===== src/rtl/cas_burst_reader.sv =====
module cas_burst_reader #(
  parameter int DATA_W   = 16,
  parameter int COL_W    = 6,
  parameter int MAX_CL   = 15,
  parameter int CL_RESET = 3,
  parameter int CL_W     = $clog2(MAX_CL + 1)
) (
  input  logic              clk,
  input  logic              rst_n,
  input  logic              cl_load,
  input  logic [CL_W-1:0]   cl_value,
  input  logic              rd_req,
  input  logic [COL_W-1:0]  rd_col,
  input  logic              rd_long,
  input  logic              wr_en,
  input  logic [COL_W-1:0]  wr_addr,
  input  logic [DATA_W-1:0] wr_data,
  output logic [DATA_W-1:0] rd_data,
  output logic              rd_valid,
  output logic [2:0]        rd_beat,
  output logic              rd_err
);
  localparam int DEPTH = 1 << COL_W;
  localparam int PW    = $clog2(MAX_CL + 9);

  logic [DATA_W-1:0] mem [DEPTH];
  logic [CL_W-1:0]   cl_q;
  logic [PW-1:0]     pend;
  logic [MAX_CL-1:0] slot_v;
  logic [COL_W-1:0]  slot_c [MAX_CL];
  logic [MAX_CL-1:0] slot_l;
  logic              act, long_q;
  logic [2:0]        beat;
  logic [COL_W-1:0]  base;

  wire [PW-1:0] cl_ext = PW'(cl_q);
  wire accept = rd_req && (cl_ext >= pend);
  wire cl_ok  = cl_load && (pend == '0) &&
                (cl_value >= CL_W'(2)) && (cl_value <= CL_W'(MAX_CL));

  always_ff @(posedge clk) begin
    if (wr_en) mem[wr_addr] <= wr_data;
  end

  always_ff @(posedge clk) begin
    if (!rst_n) begin
      cl_q   <= CL_W'(CL_RESET);
      pend   <= '0;
      rd_err <= 1'b0;
    end else begin
      if (cl_ok) cl_q <= cl_value;
      if (accept)            pend <= cl_ext + (rd_long ? PW'(7) : PW'(3));
      else if (pend != '0)   pend <= pend - PW'(1);
      rd_err <= rd_req && !accept;
    end
  end

  for (genvar k = 0; k < MAX_CL; k++) begin : g_slot
    wire hit = accept && (CL_W'(k + 1) == cl_q);
    if (k == MAX_CL - 1) begin : g_top
      always_ff @(posedge clk) begin
        if (!rst_n) slot_v[k] <= 1'b0;
        else        slot_v[k] <= hit;
        if (hit) begin
          slot_c[k] <= rd_col;
          slot_l[k] <= rd_long;
        end
      end
    end else begin : g_mid
      always_ff @(posedge clk) begin
        if (!rst_n) slot_v[k] <= 1'b0;
        else        slot_v[k] <= hit ? 1'b1 : slot_v[k+1];
        slot_c[k] <= hit ? rd_col  : slot_c[k+1];
        slot_l[k] <= hit ? rd_long : slot_l[k+1];
      end
    end
  end

  wire              start  = slot_v[0];
  wire              last   = beat == (long_q ? 3'd7 : 3'd3);
  wire              n_act  = start || (act && !last);
  wire [2:0]        n_beat = start ? 3'd0 : (act ? beat + 3'd1 : 3'd0);
  wire [COL_W-1:0]  n_base = start ? slot_c[0] : base;
  wire              n_long = start ? slot_l[0] : long_q;
  wire [COL_W-1:0]  mask   = n_long ? COL_W'(7) : COL_W'(3);
  wire [COL_W-1:0]  addr   = (n_base & ~mask) | ((n_base + COL_W'(n_beat)) & mask);

  always_ff @(posedge clk) begin
    if (!rst_n) begin
      act    <= 1'b0;
      beat   <= 3'd0;
      long_q <= 1'b0;
    end else begin
      act    <= n_act;
      beat   <= n_beat;
      long_q <= n_long;
    end
    base    <= n_base;
    rd_data <= mem[addr];
  end

  assign rd_valid = act;
  assign rd_beat  = beat;
endmodule



===== config.mk =====
export PLATFORM = sky130hd
export DESIGN_NAME = cas_burst_reader
export DESIGN_NICKNAME = d
export VERILOG_FILES = /design/src/rtl/cas_burst_reader.sv
export SDC_FILE = /design/constraint.sdc
export NUM_CORES = 1
export LEC_CHECK = 0
export ABC_AREA = 0
export BUFFER_PORTS_ARGS = -buffer_cell sky130_fd_sc_hd__buf_4
export CORE_MARGIN = 5
export CORE_UTILIZATION = 36
export CTS_CLUSTER_SIZE = 40
export DETAILED_ROUTE_END_ITERATION = 7
export PLACE_DENSITY = 0.58
export SLEW_MARGIN = 10
export SYNTH_ARGS = -nofsm -noshare
export SYNTH_HDL_FRONTEND = slang
export SYNTH_SLANG_ARGS = --single-unit
export TNS_END_PERCENT = 50

===== constraint.sdc =====
create_clock -name clk -period 3.8 [get_ports clk]
set_input_delay 0.38 -clock clk [delete_from_list [all_inputs] [get_ports clk]]
set_output_delay 0.38 -clock clk [all_outputs]
set_load 0.05 [all_outputs]

==> out/metrics.cfg <==
[power_and_ir_drop]
p_int_mw=27.1
seq_power_share_pct=37.5
irDropWorstVdd_uv=493
comb_power_share_pct=32.6
p_switching_mw=12.3
p_per_area_nw_per_um2=737
netSwitchingFraction_pct=31.2
p_leak_nw=17.4
clkPwrFrac_pct=29.9
p_total_mw=39.3

[synth]
syn_inst=2302
yosysWarnings=0
synth_edf_count=1031
ys_seq_area_share_pct=74.5
synth_nets=2355
yosys_register_bits=1181
async_reset_ff_share_pct=0
avgSynthCellArea_um2=19.8
synth_cell_types=72
synthesis.area_um2=45600
yosys_most_used_dff=edfxtp_1

[outcome]
status=finished clean

[cells_and_area]
fillers=10800
area_growth_syn_to_layout_pct=17.1
num-nets-final=2594
most-common-layout-cells=1,031 x edfxtp_1, 223 x buf_4, 202 x mux4_2
fin_area_um2=53400
final_common_cell=edfxtp_1
drive_above_1_share_pct=31.9

[timing]
fin_crit_ns=3.70
hold_slack_ns=0.0639
hold_viol_final=0
final_max_slew_viol_count=0
finClkSkew_ns=0.0573
period_share_pct=97.4
rsz0062_at_grt=false
clock.fmax_mhz=270
fin_ws_ns=0.0984
tightestPinTransition_ns=1.10
slew_headroom_pct=26.3
setup_violations=0

[drt]
routed_wirelength_um=116000
drt_iter0_markers=2026
viasPerCell=5.39
route.vias.total=23200
route.detailed.drc=0
drtAntennaViolNets=0
wl_per_cell_um=27.0
drt_pass1_iterations=5

[critical_path]
arrival_ns=4.36
slowest_stage=fa_4
rr_worst_depth=13
crit_path_start_kind=flop
worstPathCellList=and2b_4 -> nor2b_2 -> ha_4 -> inv_1 -> fa_4 -> buf_12 -> mux4_2 -> nor2_1 -> buf_4 -> a211oi_1 -> buf_4 -> o211ai_1 -> o31ai_1
worstPathMaxFanout=30
r2r-end=rd_data[4]$_DFF_P_
r2r_start=start$_SDFF_PN0_
r2r_slack_ns=0.1
end_kind=flop
crit_path_max_incr_delay_ns=0.99
cp_data_required_time_ns=4.46
crit_family=adder cells
critPathBufInv=4
cp_common_cell=buf_4
crit_type=reg -> reg

[placement]
routabilityCongestion=0.831
place_hpwl_um=71700
portBuffers=58
placed_area_um2=49200
place_ws_ns=-0.216

[hold_path]
holdPathEnd=cl_q[0]$_SDFFE_PN1P_
hold_path.class=in -> reg
min_from=rst_n
whs_path_depth=2

[die]
coreArea_um2=126000
fp.dieH_um=366
initial_utilization_pct=36.3
die_w_um=366
dieArea_um2=134000
rows=130
io_pins=59

[clock_tree]
htreeDepth=3
clock_latency_ns=0.74
post_cts_buffers=0
cts_tree=yes
cts_buffers=118
root_buffer=clkbuf_16
ctsLongestPathBuffers=3
numClockSinks=1181
clk_pin_slew_ns=0.06

[job]
maxCapViolations=0

[grt]
grt_pass1_vias=23800
grt_overflow=0
antenna_found_initial=5
grt_first_pass_wirelength_um=169000
grt_usage_pct=17.1
grt_max_degree=65

## final cells by class
class / instances / area (µm²) / area share, %
diodes: 7 / 17.5 / 0.0328
clock buffers: 151 / 3220 / 6.03
clock inverters: 68 / 767 / 1.44
inverters: 10 / 37.5 / 0.0703
multi-input cells: 970 / 11100 / 20.7
flip-flops and latches: 1181 / 34000 / 63.6
well taps: 1650 / 2060 / 3.87
repair buffers: 260 / 2270 / 4.25
## timing repair
action,CTS,global route
resized for setup,7,12
hold buffers,12,0
setup endpoints to repair,7,14
hold endpoints to repair,50,0
pin swaps,0,1
## power groups by stage
stage	clock network [mW]	registers, mW	logic (mW)
after floorplan	0	15.2	7.57
after global placement	0	15.0	12.7
after detailed placement	0	15.0	12.7
after CTS	12.0	14.7	12.9
after global routing	12.6	14.8	13.6
final	11.8	14.8	12.8
## metrics by stage
| step | setup TNS, ns | cells | util (%) |
|---|---|---|---|
| after global placement | -0.973 | 4059 | 39.1 |
| after global routing | 0 | 4292 | 42.4 |
| after floorplan | 0 | 2302 | - |
| after detailed placement | -0.689 | 4059 | 39.1 |
| after CTS | 0 | 4290 | 42.4 |
| final | 0 | 4297 | 42.5 |
## cell usage after synthesis, types with 9 or more instances
cell type  number  area share, %
mux4_2        202             10
a211o_1        10           0.19
nor3_1         10           0.11
nand3_1        14           0.15
o21ai_0        30           0.33
o31ai_1        13           0.21
edfxtp_1     1031             68
and3_1         17           0.23
buf_2          45           0.49
buf_4          10           0.16
mux2i_1       119            2.6
nor4_1         27           0.37
nor2b_1        14           0.19
dfxtp_1       150            6.6
a211oi_1       28           0.46
or3_1          17           0.23
nor2_1         91           0.75
o22ai_1        28           0.38
o21a_1         15           0.25
nand2_1        20           0.16
o211ai_1       12           0.20
mux2_2        164            4.0
or4_1           9           0.15
clkbuf_1       69           0.57
ha_1           14           0.38
## layer usage
metal  GRT usage (%)  share of wire, %  wire [µm]  vias up
li1                -                 -          -     9913
met3            4.98               7.9       9160      212
met5               0                 0          0        -
met1            22.5                41      47800    12200
met4            6.43               3.9       4520        0
met2            26.9                47      54400      842
## sequential cells by signal (all words and copies together), names as in the netlist
register	cells
slot_l	15
pend	5
cl_q	4
start	1
rd_data	16
rd_err	1
slot_c	90
mem	1024
slot_v	14
base	6
rd_valid	1
long_q	1
rd_beat	3
## worst max-delay path by stage
stage | start | to | slack, ns | cells past startpoint
after global routing | start$_SDFF_PN0_ | rd_data[4]$_DFF_P_ | 0.002 | 13
after floorplan | rd_valid$_SDFF_PN0_ | rd_data[13]$_DFF_P_ | 0.13 | 13
after global placement | start$_SDFF_PN0_ | rd_data[5]$_DFF_P_ | -0.29 | 12
after detailed placement | start$_SDFF_PN0_ | rd_data[5]$_DFF_P_ | -0.22 | 12
after CTS | start$_SDFF_PN0_ | rd_data[4]$_DFF_P_ | 0.006 | 13
final | start$_SDFF_PN0_ | rd_data[4]$_DFF_P_ | 0.1 | 13
## kinds of logic (layout without fill, tap and decap cells)
| family | Yosys count | count (layout) | synth area share [%] |
|---|---|---|---|
| buf+inv | 151 | 489 | 1.61 |
| xor+xnor | 7 | 7 | 0.134 |
| compound gates | 203 | 203 | 3.41 |
| mux | 490 | 490 | 16.9 |
| simple gates | 255 | 255 | 3.03 |
| fa+ha+maj | 15 | 15 | 0.428 |
| other cells | 0 | 7 | 0 |
| flops | 1181 | 1181 | 74.5 |
Note: power is estimated with default switching activity, not from simulation.
